$ cat src/rtl/sc_pkg.sv
package sc_pkg;
    localparam int XLEN = 32;
    localparam int NREG = 32;
    localparam int RIDX = $clog2(NREG);

    localparam logic [5:0] OPC_RTYPE = 6'h00;
    localparam logic [5:0] OPC_JUMP  = 6'h02;
    localparam logic [5:0] OPC_BEQ   = 6'h04;
    localparam logic [5:0] OPC_ADDI  = 6'h08;
    localparam logic [5:0] OPC_LW    = 6'h23;
    localparam logic [5:0] OPC_SW    = 6'h2B;

    localparam logic [5:0] FN_ADD = 6'h20;
    localparam logic [5:0] FN_SUB = 6'h22;
    localparam logic [5:0] FN_AND = 6'h24;
    localparam logic [5:0] FN_OR  = 6'h25;
    localparam logic [5:0] FN_XOR = 6'h26;
    localparam logic [5:0] FN_NOR = 6'h27;

    typedef enum logic [2:0] {
        ALU_ADD, ALU_SUB, ALU_AND, ALU_OR, ALU_XOR, ALU_NOR
    } alu_op_e;

    typedef struct packed {
        logic    dst_rd;   // destination field: rd (1) or rt (0)
        logic    src_imm;  // second operand: immediate (1) or rt (0)
        logic    load;     // writeback from data memory
        logic    reg_we;
        logic    store;
        logic    branch;
        logic    jump;
        alu_op_e op;
    } ctrl_t;

    typedef struct packed {
        logic [XLEN-1:0] pc;
    } core_state_t;
endpackage

$ cat src/rtl/sc_decode.sv
module sc_decode
    import sc_pkg::*;
(
    input  logic [5:0] opcode,
    input  logic [5:0] funct,
    output ctrl_t      ctrl
);
    always_comb begin
        ctrl = '0;
        ctrl.op = ALU_ADD;
        unique case (opcode)
            OPC_RTYPE: begin
                ctrl.dst_rd = 1'b1;
                ctrl.reg_we = 1'b1;
                unique case (funct)
                    FN_ADD:  ctrl.op = ALU_ADD;
                    FN_SUB:  ctrl.op = ALU_SUB;
                    FN_AND:  ctrl.op = ALU_AND;
                    FN_OR:   ctrl.op = ALU_OR;
                    FN_XOR:  ctrl.op = ALU_XOR;
                    FN_NOR:  ctrl.op = ALU_NOR;
                    default: ctrl.reg_we = 1'b0;
                endcase
            end
            OPC_ADDI: begin
                ctrl.src_imm = 1'b1;
                ctrl.reg_we  = 1'b1;
            end
            OPC_LW: begin
                ctrl.src_imm = 1'b1;
                ctrl.load    = 1'b1;
                ctrl.reg_we  = 1'b1;
            end
            OPC_SW: begin
                ctrl.src_imm = 1'b1;
                ctrl.store   = 1'b1;
            end
            OPC_BEQ: begin
                ctrl.branch = 1'b1;
                ctrl.op     = ALU_SUB;
            end
            OPC_JUMP: ctrl.jump = 1'b1;
            default: ;
        endcase
    end
endmodule

$ cat src/rtl/sc_alu.sv
module sc_alu
    import sc_pkg::*;
#(
    parameter int W = XLEN
) (
    input  logic [W-1:0] a,
    input  logic [W-1:0] b,
    input  alu_op_e      op,
    output logic [W-1:0] y,
    output logic         zero
);
    always_comb begin
        unique case (op)
            ALU_ADD: y = a + b;
            ALU_SUB: y = a - b;
            ALU_AND: y = a & b;
            ALU_OR:  y = a | b;
            ALU_XOR: y = a ^ b;
            ALU_NOR: y = ~(a | b);
            default: y = '0;
        endcase
    end
    assign zero = (y == '0);
endmodule

$ cat src/rtl/sc_regfile.sv
module sc_regfile #(
    parameter int W = 32,
    parameter int N = 32,
    localparam int AW = $clog2(N)
) (
    input  logic          clk,
    input  logic [AW-1:0] ra1,
    input  logic [AW-1:0] ra2,
    input  logic [AW-1:0] wa,
    input  logic [W-1:0]  wd,
    input  logic          we,
    output logic [W-1:0]  rd1,
    output logic [W-1:0]  rd2
);
    logic [W-1:0] regs_q [N];
    logic [W-1:0] regs_d [N];

    always_comb begin
        for (int i = 0; i < N; i++) begin
            regs_d[i] = regs_q[i];
        end
        if (we && (wa != '0)) begin
            regs_d[wa] = wd;
        end
    end

    always_ff @(posedge clk) begin
        for (int i = 0; i < N; i++) begin
            regs_q[i] <= regs_d[i];
        end
    end

    assign rd1 = (ra1 == '0) ? '0 : regs_q[ra1];
    assign rd2 = (ra2 == '0) ? '0 : regs_q[ra2];
endmodule

$ cat src/rtl/sc_core.sv
module sc_core
    import sc_pkg::*;
(
    input  logic            clk,
    input  logic            rst,
    output logic [XLEN-1:0] imem_addr,
    input  logic [XLEN-1:0] imem_data,
    output logic [XLEN-1:0] dmem_addr,
    output logic [XLEN-1:0] dmem_wdata,
    output logic            dmem_we,
    input  logic [XLEN-1:0] dmem_rdata
);
    core_state_t st_d, st_q;

    logic [5:0]      opcode, funct;
    logic [RIDX-1:0] f_rs, f_rt, f_rd, wr_idx;
    logic [15:0]     imm16;
    logic [25:0]     imm26;
    logic [XLEN-1:0] imm_ext, rs_val, rt_val, alu_b, alu_y, wb_val, pc_inc;
    logic            alu_zero;
    ctrl_t           ctrl;

    assign opcode = imem_data[31:26];
    assign f_rs   = imem_data[25:21];
    assign f_rt   = imem_data[20:16];
    assign f_rd   = imem_data[15:11];
    assign funct  = imem_data[5:0];
    assign imm16  = imem_data[15:0];
    assign imm26  = imem_data[25:0];
    assign imm_ext = {{(XLEN-16){imm16[15]}}, imm16};

    sc_decode u_dec (
        .opcode (opcode),
        .funct  (funct),
        .ctrl   (ctrl)
    );

    sc_regfile #(.W(XLEN), .N(NREG)) u_rf (
        .clk (clk),
        .ra1 (f_rs),
        .ra2 (f_rt),
        .wa  (wr_idx),
        .wd  (wb_val),
        .we  (ctrl.reg_we && !rst),
        .rd1 (rs_val),
        .rd2 (rt_val)
    );

    assign alu_b = ctrl.src_imm ? imm_ext : rt_val;

    sc_alu #(.W(XLEN)) u_alu (
        .a    (rs_val),
        .b    (alu_b),
        .op   (ctrl.op),
        .y    (alu_y),
        .zero (alu_zero)
    );

    assign wr_idx     = ctrl.dst_rd ? f_rd : f_rt;
    assign wb_val     = ctrl.load ? dmem_rdata : alu_y;
    assign dmem_addr  = alu_y;
    assign dmem_wdata = rt_val;
    assign dmem_we    = ctrl.store && !rst;
    assign imem_addr  = st_q.pc;
    assign pc_inc     = st_q.pc + XLEN'(4);

    always_comb begin
        st_d = st_q;
        if (rst) begin
            st_d.pc = '0;
        end else if (ctrl.jump) begin
            st_d.pc = {st_q.pc[XLEN-1:XLEN-4], imm26, 2'b00};
        end else if (ctrl.branch && alu_zero) begin
            st_d.pc = pc_inc + {imm_ext[XLEN-3:0], 2'b00};
        end else begin
            st_d.pc = pc_inc;
        end
    end

    always_ff @(posedge clk) begin
        st_q <= st_d;
    end
endmodule

$ cat config.mk
export PLATFORM = sky130hd
export DESIGN_NAME = sc_core
export DESIGN_NICKNAME = d
export VERILOG_FILES = /design/src/rtl/sc_pkg.sv /design/src/rtl/sc_decode.sv /design/src/rtl/sc_alu.sv /design/src/rtl/sc_regfile.sv /design/src/rtl/sc_core.sv
export SDC_FILE = /design/constraint.sdc
export NUM_CORES = 2
export LEC_CHECK = 0
export BUFFER_PORTS_ARGS = -buffer_cell sky130_fd_sc_hd__buf_2
export CAP_MARGIN = 20
export CELL_PAD_IN_SITES_DETAIL_PLACEMENT = 0
export CELL_PAD_IN_SITES_GLOBAL_PLACEMENT = 1
export CORE_ASPECT_RATIO = 0.75
export CORE_UTILIZATION = 58
export CTS_CLUSTER_DIAMETER = 60
export DETAILED_ROUTE_END_ITERATION = 10
export GPL_TIMING_DRIVEN = 0
export PLACE_DENSITY = 0.82
export REMOVE_ABC_BUFFERS = 1
export SLEW_MARGIN = 20
export SYNTH_ARGS = -nofsm -noshare
export SYNTH_HDL_FRONTEND = slang
export SYNTH_HIERARCHICAL = 1
export SYNTH_SLANG_ARGS = --single-unit
$ cat constraint.sdc
create_clock -name clk -period 15 [get_ports clk]
set_clock_uncertainty 0.1 [all_clocks]
set_input_delay 3 -clock clk [delete_from_list [all_inputs] [get_ports clk]]
set_output_delay 3 -clock clk [all_outputs]
set_load 0.05 [all_outputs]
==> summary.md <==
| Metric | Value |
|---|---|
| Status | `finished clean` |
| Pin count of the biggest net entering global routing | `90` |
| Clock power share | `33.2%` |
| WHS | `0.457 ns` |
| Final core occ | `67.1%` |
| Highest clock rate | `0.0700 GHz` |
| Post-DR vias/cell | `7.43` |
| Initial Util | `58.7%` |
| Total GRT Usage | `38.0%` |
| Clk slew on worst S/H paths | `0.06 ns` |
| CP Launch Type | `input pin` |
| Hold Buf Count CTS | `0` |
| Async set-or-reset flop fraction in the synthesized netlist | `0%` |
| Gr ovfl total | `0` |
| Multi-input logic area | `23500 um2` |
| Setup Crit Path Kind | `in -> out` |
| Number of top-level pins | `163` |
| Die H | `271 um` |
| RSZ-0062 raised after global routing | `false` |
| Row cnt | `98` |
| Leak | `22.0 nW` |
| Final Max Tran Viols | `0` |
| Nets | `3990` |
| Largest stage delay, worst path | `0.62 ns` |
| Avg WL per Cell | `36.3 um` |
| Switching Fraction | `30.1%` |
| Total CTS buffers | `106` |
| Drt first pass iters | `6` |
| Area leader, netlist | `edfxtp_1` |
| Antenna violations before repair | `4` |
| Core ar. | `95500 um2` |
| Share of layout cells above drive strength 1 | `26.8%` |
| Worst Max-Slew Pin Slew | `1.18 ns` |
| Crit path capture type | `output pin` |
| PD cells | `128 nW/um2` |
| WL final | `186000 um` |
| Syn avg cell area | `15.4 um2` |
| Synthesis-to-finish area growth | `14.2%` |
| Placed Area | `60500 um2` |
| Drt first-iter violations | `5853` |
| Post-synthesis sequential area ratio | `55.9%` |
| Final Hold Fails | `0` |
| VDD IR max | `0.161 mV` |
| EDFF count, synth | `1024` |
| Clk_lat worst skew | `0.72 ns` |
| Synth Flop Type | `edfxtp_1` |
| Fin crit share | `95.3%` |
| Flops & latches, synth | `1054` |
| Port Buffer Count | `160` |
| CTS HTree Levels | `3` |
| Hold Crit Class | `reg -> reg` |
| Vias in the first global route | `37400` |
| Setup violators final | `0` |
| Fill cell count | `6349` |
| Max stage delay cell, worst path | `or4_1` |
| YS warnings | `6` |
| Fin area | `64100 um2` |
| Post-route ant nets | `0` |
| Commonest non-fill, non-tap cell in the layout | `edfxtp_1` |
| HPWL after DPL | `126000 um` |
| GP Congestion | `0.911` |
| P_sw | `2.47 mW` |
| Clock root buffer master | `clkbuf_16` |
| First-pass GRT wire length | `265000 um` |
| Post-CTS setup buffer count | `0` |
| Logic gate share of total power | `21.4%` |
| Critical Path Fanout Max | `67` |
| Worst path required time | `11.90 ns` |
| CTS tree | `yes` |
| Max-cap viol count | `0` |
| Mapped Area | `56100 um2` |
| Synth Instances | `3636` |
| Total number of vias | `38200` |
| Flop pwr share | `45.4%` |
| Netlist cell types | `91` |
| Storage cell area | `31400 um2` |
| # DRC | `0` |
| Final min period | `14.29 ns` |
| Area contributors post-synth | `edfxtp_1 55%, mux4_2 17%, mux2i_1 4.4%, ha_1 2.9%, mux2_2 1.6%` |
| CP Buf/Inv Count | `5` |
| CP top delay family | `compound AO/OA/AOI/OAI gates` |
| Longest Clk Path Bufs | `3` |
| Worst slew margin | `21.3%` |
| Die area | `98000 um2` |
| Top cell type's share of synthesized area | `54.8%` |
| CTS sink count | `1054` |
| Internal power | `5.75 mW` |
| Commonest non-fill, non-tap cells in the layout | `1024 x edfxtp_1, 424 x mux4_2, 245 x mux2i_1` |
| Critical path data arrival time | `11.19 ns` |
| R2R setup slack | `4.68 ns` |
| Die X | `361 um` |
Yosys cell counts, types with 13 or more instances:
master     instances
nand2_1          121
mux4_2           424
buf_4             25
a211oi_1          61
xor2_1            31
ha_1             129
nand3_1           21
o221ai_1          44
and3_1            16
o21ai_1           21
mux2i_1          245
a2111oi_0         17
a221oi_1          29
nor3_1            50
nor4_1            16
a21oi_1          126
nand4_1           16
buf_2             62
clkbuf_1         146
nor2b_1           33
nand2b_1          13
xnor2_1           69
buf_6             13
o211ai_1          17
inv_1            125
a21o_1            25
nor2_1           167
dfxtp_1           30
mux2_2            80
a22o_1            71
o22ai_1           67
o21ai_0           62
edfxtp_1        1024
a31oi_1           14
buf_1             17
a211o_1           37
metal layers:
| metal | track usage [%] | up-vias | routed length (um) |
|---|---|---|---|
| met3 | 10.6 | 512 | 24500 |
| met1 | 53.4 | 19500 | 70400 |
| li1 | - | 15200 | - |
| met4 | 17.1 | 4 | 8910 |
| met5 | 0 | - | 16 |
| met2 | 55.7 | 2967 | 82400 |
sequential cells by signal (all words and copies together) (netlist names):
register	count
u_rf/regs_q	1024
imem_addr	30
power groups by stage:
stage / sequential (mW) / combinational [mW] / clock, mW
6_report: 3.73 / 1.76 / 2.73
3_3_place_gp: 3.79 / 1.69 / 0
5_1_grt: 3.73 / 1.85 / 2.85
3_5_place_dp: 3.79 / 1.71 / 0
4_1_cts: 3.73 / 1.72 / 2.74
2_1_floorplan: 3.79 / 1.06 / 0
per-stage QoR:
step | std cells | setup slack, ns | TNS [ns] | total power, mW
floorplan | 3405 | -1.34 | -11.94 | 4.85
global route | 5132 | 0.277 | 0 | 8.44
CTS | 5132 | 0.481 | 0 | 8.19
finish | 5135 | 0.711 | 0 | 8.22
detailed placement | 4935 | 0.536 | 0 | 5.51
global placement | 4815 | -10.60 | -8188.06 | 5.48
what timing repair did:
action                     in CTS  in global routing
hold endpoints to repair        0                  0
resized for setup               0                  1
setup endpoints to repair       0                  1
cell families after synthesis:
group           after synthesis  synth area share, %
xor+xnor                    100                 1.56
flops                      1054                 55.9
fa+ha+maj                   131                 2.95
other cells                   2               0.0134
simple gates                529                 4.72
compound gates              676                 8.71
buf+inv                     391                 3.10
mux                         753                 23.1
worst register-to-register path, delay by kind of cell, from the launching register on:
kind	cells	cell delay [ns]
simple gates	13	5.60
flops	1	0.40
mux	5	1.56
fa+ha+maj	1	0.40
compound gates	9	1.97
xor+xnor	1	0.17
worst paths after layout:
check                               endpoint  cells past startpoint                    startpoint
setup / recovery               dmem_addr[31]                     26                 imem_data[17]
hold reg to reg   imem_addr[29]$_SDFFE_PP0N_                      2    imem_addr[29]$_SDFFE_PP0N_
setup reg to reg  imem_addr[31]$_SDFFE_PP0N_                     29  u_rf/regs_q[15][4]$_DFFE_PP_
hold / removal    imem_addr[29]$_SDFFE_PP0N_                      2    imem_addr[29]$_SDFFE_PP0N_
area by class of cell:
| type | instances | share of cell area [%] |
|---|---|---|
| Multi-Input combinational cell | 2223 | 36.7 |
| Tap cell | 1250 | 2.44 |
| Clock buffer | 134 | 4.40 |
| Sequential cell | 1054 | 48.9 |
| Inverter | 128 | 0.750 |
| Antenna cell | 3 | 0.0117 |
| Timing Repair Buffer | 280 | 5.63 |
| Clock inverter | 63 | 1.10 |
(Power assumes the default switching activity.)
